==> src/rtl/cci_pkg.sv <==
package cci_pkg;
   typedef enum logic [1:0] {
      CM_SEVEN = 2'b00,
      CM_EIGHT = 2'b01,
      CM_TTY_A = 2'b10,
      CM_TTY_B = 2'b11
   } cci_mode_t;

   localparam logic [6:0] LC_FIRST = 7'h61;
   localparam logic [6:0] LC_LAST  = 7'h7A;
   localparam logic [6:0] CASE_GAP = 7'h20;
endpackage

==> src/rtl/cci_shaper.sv <==
module cci_shaper
   import cci_pkg::*;
#(
   parameter int CHAR_W   = 8,
   parameter bit SET_MARK = 1'b0
) (
   input  cci_mode_t          mode,
   input  logic [CHAR_W-1:0]  raw,
   output logic [CHAR_W-1:0]  shaped
);
   localparam int LOW_W = 7;

   logic [LOW_W-1:0] low7;
   logic             is_lower;
   logic [LOW_W-1:0] upper7;
   logic [7:0]       tty_byte;

   assign low7     = raw[LOW_W-1:0];
   assign is_lower = (low7 >= LC_FIRST) && (low7 <= LC_LAST);
   assign upper7   = is_lower ? (low7 - CASE_GAP) : low7;

   generate
      if (SET_MARK) begin : g_mark
         assign tty_byte = {1'b1, upper7};
      end else begin : g_plain
         assign tty_byte = {1'b0, upper7};
      end
   endgenerate

   always_comb begin
      case (mode)
         CM_SEVEN: shaped = CHAR_W'(low7);
         CM_EIGHT: shaped = CHAR_W'(raw[7:0]);
         default:  shaped = CHAR_W'(tty_byte);
      endcase
   end
endmodule

==> src/rtl/cci_in_path.sv <==
module cci_in_path
   import cci_pkg::*;
#(
   parameter int CHAR_W = 8
) (
   input  logic               clk,
   input  logic               rst_n,
   input  cci_mode_t          mode,
   input  logic               rx_valid,
   input  logic               rx_break,
   input  logic [CHAR_W-1:0]  rx_data,
   input  logic               clr,
   output logic [CHAR_W-1:0]  buf_q,
   output logic               rdy_q
);
   logic [CHAR_W-1:0] shaped;

   cci_shaper #(.CHAR_W(CHAR_W), .SET_MARK(1'b1)) u_shape (
      .mode   (mode),
      .raw    (rx_data),
      .shaped (shaped)
   );

   always_ff @(posedge clk or negedge rst_n) begin
      if (!rst_n) begin
         buf_q <= '0;
         rdy_q <= 1'b0;
      end else if (rx_valid) begin
         buf_q <= rx_break ? '0 : shaped;
         rdy_q <= 1'b1;
      end else if (clr) begin
         rdy_q <= 1'b0;
      end
   end
endmodule

==> src/rtl/cci_out_path.sv <==
module cci_out_path
   import cci_pkg::*;
#(
   parameter int CHAR_W = 8
) (
   input  logic               clk,
   input  logic               rst_n,
   input  cci_mode_t          mode,
   input  logic               wr_en,
   input  logic [CHAR_W-1:0]  wr_char,
   input  logic               clr,
   input  logic               tx_ready,
   output logic               tx_valid,
   output logic [CHAR_W-1:0]  tx_data,
   output logic               rdy_q
);
   logic [CHAR_W-1:0] hold_q;
   logic              busy_q;

   cci_shaper #(.CHAR_W(CHAR_W), .SET_MARK(1'b0)) u_shape (
      .mode   (mode),
      .raw    (hold_q),
      .shaped (tx_data)
   );

   always_ff @(posedge clk or negedge rst_n) begin
      if (!rst_n) begin
         hold_q <= '0;
         busy_q <= 1'b0;
         rdy_q  <= 1'b1;
      end else if (wr_en) begin
         hold_q <= wr_char;
         busy_q <= 1'b1;
         rdy_q  <= 1'b0;
      end else if (busy_q && tx_ready) begin
         busy_q <= 1'b0;
         rdy_q  <= 1'b1;
      end else if (clr) begin
         rdy_q  <= 1'b0;
      end
   end

   assign tx_valid = busy_q;
endmodule

==> src/rtl/console_char_if.sv <==
module console_char_if
   import cci_pkg::*;
#(
   parameter int CHAR_W = 8,
   parameter int BUS_W  = 16
) (
   input  logic               clk,
   input  logic               rst_n,
   input  logic [1:0]         mode_sel,
   input  logic               rx_valid,
   input  logic               rx_break,
   input  logic [CHAR_W-1:0]  rx_data,
   output logic [BUS_W-1:0]   rd_data,
   input  logic               wr_en,
   input  logic [BUS_W-1:0]   wr_data,
   output logic               tx_valid,
   output logic [CHAR_W-1:0]  tx_data,
   input  logic               tx_ready,
   input  logic               fn_en,
   input  logic               fn_clr_in,
   input  logic               fn_clr_out,
   input  logic               sk_in,
   input  logic               sk_out,
   output logic               skip,
   input  logic               ien_in,
   input  logic               ien_out,
   output logic               in_ready,
   output logic               out_ready,
   output logic               irq
);
   localparam int PAD_W = BUS_W - CHAR_W;

   generate
      if (CHAR_W < 8) begin : g_bad_char
         $error("CHAR_W must be at least 8");
      end
      if (BUS_W < CHAR_W) begin : g_bad_bus
         $error("BUS_W must not be narrower than CHAR_W");
      end
   endgenerate

   cci_mode_t         mode;
   logic [CHAR_W-1:0] in_buf;
   logic              clr_in;
   logic              clr_out;
   logic              irq_next;

   assign mode    = cci_mode_t'(mode_sel);
   assign clr_in  = fn_en & fn_clr_in;
   assign clr_out = fn_en & fn_clr_out;

   cci_in_path #(.CHAR_W(CHAR_W)) u_in (
      .clk      (clk),
      .rst_n    (rst_n),
      .mode     (mode),
      .rx_valid (rx_valid),
      .rx_break (rx_break),
      .rx_data  (rx_data),
      .clr      (clr_in),
      .buf_q    (in_buf),
      .rdy_q    (in_ready)
   );

   cci_out_path #(.CHAR_W(CHAR_W)) u_out (
      .clk      (clk),
      .rst_n    (rst_n),
      .mode     (mode),
      .wr_en    (wr_en),
      .wr_char  (wr_data[CHAR_W-1:0]),
      .clr      (clr_out),
      .tx_ready (tx_ready),
      .tx_valid (tx_valid),
      .tx_data  (tx_data),
      .rdy_q    (out_ready)
   );

   generate
      if (PAD_W > 0) begin : g_pad
         logic unused_hi;
         assign unused_hi = ^wr_data[BUS_W-1:CHAR_W];
         assign rd_data   = {{PAD_W{1'b0}}, in_buf};
      end else begin : g_flush
         assign rd_data = in_buf;
      end
   endgenerate

   assign skip     = (sk_in & in_ready) | (sk_out & out_ready);
   assign irq_next = (in_ready & ien_in) | (out_ready & ien_out);

   always_ff @(posedge clk or negedge rst_n) begin
      if (!rst_n) irq <= 1'b0;
      else        irq <= irq_next;
   end
endmodule

==> config.mk <==
export PLATFORM = sky130hd
export DESIGN_NAME = console_char_if
export DESIGN_NICKNAME = d
export VERILOG_FILES = /design/src/rtl/cci_pkg.sv /design/src/rtl/cci_shaper.sv /design/src/rtl/cci_in_path.sv /design/src/rtl/cci_out_path.sv /design/src/rtl/console_char_if.sv
export SDC_FILE = /design/constraint.sdc
export NUM_CORES = 1
export LEC_CHECK = 0
export BUFFER_PORTS_ARGS = -buffer_cell sky130_fd_sc_hd__buf_4
export CORE_MARGIN = 5
export CORE_UTILIZATION = 45
export DETAILED_ROUTE_END_ITERATION = 8
export PLACE_DENSITY = 0.85
export SKIP_LAST_GASP = 1
export SYNTH_ARGS = -nofsm -noshare
export SYNTH_HDL_FRONTEND = slang
export SYNTH_SLANG_ARGS = --single-unit
==> constraint.sdc <==
create_clock -name clk -period 5.65 [get_ports clk]
set_clock_uncertainty 0.1 [all_clocks]
set_input_delay 1.4125 -clock clk [delete_from_list [all_inputs] [get_ports clk]]
set_output_delay 1.4125 -clock clk [all_outputs]
set_load 0.01 [all_outputs]
Yosys cells after proc, flatten, opt, wreduce, memory -nomap -nowiden
Index checks and enable logic that the tools add are counted.

word-level totals
  bits in registers = 20
  output and inout port bits = 29
  logic and storage cells = 40

cells by class
  $add $sub $neg = 2
  order comparisons = 4
  eq/ne operators = 1
  multiplexer cells = 12
  bitwise operators = 8
  reductions and logical operators = 7

operators with widths
  cell                   number
  $pmux W8 S2            2
  $ge A7 B7 Y1 const B   2
  $le A7 B7 Y1 const B   2
  $mux W7                2
  $sub A7 B6 Y7 const B  2
  $mux W8                1
  $mux W1                7
  $and A1 B1 Y1          6
  $reduce_bool A2 Y1     2
  $logic_and A1 B1 Y1    3
  $reduce_bool A3 Y1     1
  $eq A2 B1 Y1 const B   1
  $logic_not A2 Y1       1
  $or A1 B1 Y1           2

Logic depth before layout (Yosys ltp)
  depth after elaboration = 5
  gate-level depth with buffers = 5
  gate-level depth less buffers = 5

Hierarchy
From an unflattened synthesis, not the netlist that was laid out.

second synthesis, totals
  cells, all modules = 111
  area total of the unflattened synthesis = 1181.1 um2

by module, submodules not included
  module                       instances  cells each  area an instance (um2)  seq. area each (um2)
  cci_out_path                 1          24          410.4                   251.5
  cci_in_path                  1          34          369.1                   225.2
  cci_shaper at u_in.u_shape   1          19          141.4                   0.0
  cci_shaper at u_out.u_shape  1          20          141.4                   0.0
  console_char_if              1          14          118.9                   25.0

Least setup slack after synthesis
Ideal clock, no wire load.

  path kind = input to output
  from = in mode_sel[1]
  to = out tx_data[6]
  arrival time = 1.893 ns
  required time = 4.138 ns
  path slack = 2.245 ns
  stages = 3
  buffers on the path = 0
  cells stage by stage = o21a_1 o211ai_2 mux2i_1

between the ends
  longest elaborated chain between the ends = 2
  elaborated cells between the ends (all ways) = 3

RTL lines
  element                                                  RTL line               text
  from (decl)                                              console_char_if.sv:9   input logic [1:0] mode_sel,
  $eq A2 B1 Y1 / $logic_not A2 Y1 (equally long branches)  cci_shaper.sv:31       case (mode)
  $pmux W8 S2 *                                            cci_shaper.sv:31
  to (decl)                                                console_char_if.sv:17  output logic [CHAR_W-1:0] tx_data,

Mark *: on every way between the ends. The rest lies on a longest branch, timed or not.

Final worst setup path
Ends and elaborated chain as after synthesis.

==> impl_summary.md <==
Synthesis
The cell taking the most area after synthesis is sky130_fd_sc_hd__dfrtp_1. Each instance of the synthesized netlist takes up on average 10.6 um^2. After synthesis, the netlist uses 37 different library cells. The register bit total from synthesis is 20. After synthesis the cells add up to roughly 1100 um^2. The share of async-settable or async-resettable flops after synthesis is 100%. In the synthesized netlist, the cells that appear most often are sky130_fd_sc_hd__dfrtp_1 (19), sky130_fd_sc_hd__buf_4 (13), sky130_fd_sc_hd__inv_1 (10), sky130_fd_sc_hd__mux2_2 (7), sky130_fd_sc_hd__nand3b_1 (7). Synthesis produced a netlist whose cell count is around 100.

sky130_fd_sc_hd__dfrtp_1 is the most common cell in the netlist. For this run, the number of Yosys warnings is 0. After synthesis, the cell types taking the most area are sky130_fd_sc_hd__dfrtp_1 (43%), sky130_fd_sc_hd__buf_4 (8.8%), sky130_fd_sc_hd__mux2_2 (7.1%), sky130_fd_sc_hd__nand3b_1 (4.8%), sky130_fd_sc_hd__inv_1 (3.4%). In this run the biggest area consumer among cell types represents between 40% and 50% of the synthesized area.

The dominant register cell in the synthesized netlist is sky130_fd_sc_hd__dfrtp_1. Yosys mapped a number of flops with a built-in enable equal to 0. The sequential cell area fraction in the yosys report is 45.5%.

Final layout
After routing the design area is 1490 um^2. The area growth from synthesis to layout is 35.4%. Once layout is complete, the utilization of the core stands at between 60% and 70%. The count of non-filler cells in the finished layout is 180. The antenna diode count is 0. Fill cells in the final layout number between 200 and 250. At the end of the flow, the number of nets in the layout was roughly 190. Cells with a size suffix above 1 make up 45.3% of the layout.

GRT
Global routing finished with a remaining overflow of 0. The total global-route track usage is about 15%. The first global-routing pass estimated between 4000 and 5000 um of wire. The initial antenna violation count is 0. The via count of the first global-routing pass was around 960.

Entering global routing, the biggest net connects 21 pins.

Place
The number of placed instances with taps included is 176. After legalization and detailed placement, the total HPWL measured a little over 2000 um. The instance area after placement is 1440 um^2. The congestion estimate from routability-driven global placement came to about 0.83. At the placement stage, the worst setup path has a slack of ~2000 ps. The port buffer count is between 50 and 60.

Timing
Setup repair after global routing left no endpoint under its margin. The hold violation total from the final report is 0. Final hold analysis gives a worst-case slack of around 430 ps. The period utilization is 64.5%.

The peak clock frequency supported by timing is about 0.27 GHz. The worst path meets setup with about 2000 ps of slack. The shortest clock period the worst path allows after layout is 3650 ps. The count of endpoints failing setup in the final report is 0.

Setup total negative slack on the finished layout was measured at 0 ps. The max-slew violation count is 0.

Critical path
The startpoint-to-endpoint class of the critical path is in2out. Data arrives at the worst endpoint at ~2100 ps. Of all nets on the critical path, the largest fanout is 4. The depth of the most critical reg-to-reg path is 2. The first element of the critical path is mode_sel[1]. The nature of the critical path startpoint is an input port. At the worst endpoint, the required time is 4140 ps.

The endpoint kind of the worst setup timing path is an output pin. The endpoint identified for the worst register-to-register timing path is u_out.rdy_q$_DFFE_PN1P_. The beginning of the worst register-to-register path is u_out.rdy_q$_DFFE_PN1P_. The critical path ends at tx_data[6].

The setup slack on the worst flop-to-flop path is ~4700 ps.

Floorplanning
The die is 59.5 um tall. The I/O pin count is just under 70. The die width is between 50 and 60 um. The starting density of the core is roughly 46%. The overall die area is between 3000 and 4000 um^2. The number of core rows is 18. The area of the core is approximately 2400 um^2.

Routing
After detailed routing, the average wire length per cell comes to about 14 um. Dividing the detail-routed via count by the number of cells gives between 5 and 6. The first routing iteration left 30 violations. After detailed routing, the total wire length is 2570 um. Before antenna repair, the detailed router went through 2 iterations. The total vias in the final route is about 920.

After detailed routing, the number of remaining DRC violations is 0. Once detail routing completed, the nets flagged for antenna violations numbered 0.

Flow run
Max-cap violations in this run came to 0.

Clock tree
The number of sinks driven by the clock tree is 20. For the worst-skew pair, the clock arrives at the later sink with an insertion delay of ~300 ps. The number of clock buffers added by TritonCTS is 3. The TritonCTS clock tree is done. Gates resized during post-CTS repair numbered 0. The maximum level of the CTS H-tree is 1. The clock root buffer is sky130_fd_sc_hd__clkbuf_4.

In this run, post-CTS hold repair placed 0 buffers. The longest clock path from root to sink contains 2 buffers. After clock tree synthesis, the setup repair step added 0 buffers.

The clock input transition at the sequential cells of the worst setup and hold paths is around 120 ps.

Pwr
The peak supply drop is 196 uV. Summed over all cells, the static leakage comes to 0.737 nW. The final total power is roughly 370 uW. For this design the ratio of total power to cell area is about 250 nW/um^2.

Outcome
The flow ran to the end, and the final reports show no timing, DRC or antenna violations.

Worst hold path
The number of cells on the worst hold path is 1. In this run the worst hold path is classified as reg2reg.
[registers in the layout, summed over array words and instances (netlist names)]
name,flops
irq,1
u_out.tx_valid,1
u_in.buf_q,8
u_out.rdy_q,1
u_out.hold_q,8
u_in.rdy_q,1
[report_power, final]
part / total, mW / switching [mW] / leakage, nW / internal (mW)
registers: 0.166 / 0.00996 / 0.241 / 0.156
clock network: 0.117 / 0.0451 / 0.0279 / 0.0717
logic: 0.0843 / 0.0375 / 0.469 / 0.0468
[how the worst min path moves through the flow]
| stage | start | end |
|---|---|---|
| finish | u_out.tx_valid$_DFFE_PN0P_ | u_out.tx_valid$_DFFE_PN0P_ |
| CTS | u_out.tx_valid$_DFFE_PN0P_ | u_out.tx_valid$_DFFE_PN0P_ |
| floorplan | u_out.hold_q[7]$_DFFE_PN0P_ | u_out.hold_q[7]$_DFFE_PN0P_ |
| global placement | u_out.hold_q[7]$_DFFE_PN0P_ | u_out.hold_q[7]$_DFFE_PN0P_ |
| global route | u_out.hold_q[7]$_DFFE_PN0P_ | u_out.hold_q[7]$_DFFE_PN0P_ |
| detailed placement | u_out.tx_valid$_DFFE_PN0P_ | u_out.tx_valid$_DFFE_PN0P_ |
[cells by family after synthesis]
group | after synthesis | synth area share (%)
AOI/OAI and AO/OA | 25 | 17.7
adders and majority gates | 2 | 2.27
muxes | 8 | 8.05
xor gates and xnor gates | 1 | 0.794
DFF | 20 | 45.5
and+or+nand+nor | 21 | 12.1
buffers and inverters | 26 | 13.3
other | 1 | 0.340
[cell type report]
cell class	instances	area, um^2	share of cell area [%]
Clock buffer	3	22.5	1.51
Clock inverter	1	30.0	2.01
Timing Repair Buffer	51	383	25.6
Sequential cell	20	502	33.6
Multi-Input combinational cell	65	482	32.2
Tap cell	30	37.5	2.51
Inverter	10	37.5	2.51
[metal layers]
metal  global-route usage, %  up-vias  routed length, um
met1                    16.8      437               1020
met3                    3.27        4                190
met4                    5.70        0                 19
met2                    27.5       38               1330
li1                        -      437                  -
met5                       0        -                  0
[cells in the final DEF (no fill, tap or decap), drive strengths merged, types with 2 or more instances in the layout]
cell type | synthesis | final
a21o | 2 | 2
a21oi | 2 | 2
a22o | 2 | 2
buf | 13 | 51
clkbuf | 3 | 3
conb | 1 | 8
dfrtp | 19 | 19
ha | 2 | 2
inv | 10 | 10
mux2 | 7 | 7
nand2 | 5 | 5
nand3b | 7 | 7
o21a | 2 | 2
o21ai | 6 | 6
o21bai | 2 | 2
o22ai | 2 | 2
or4 | 2 | 2
[critical path, stage by stage]
cell                       delay [ps]
sky130_fd_sc_hd__buf_4            130
sky130_fd_sc_hd__o21a_1           110
sky130_fd_sc_hd__o211ai_2         100
sky130_fd_sc_hd__mux2i_1          240
sky130_fd_sc_hd__buf_4            150
Power figures use the tool's default switching activity.
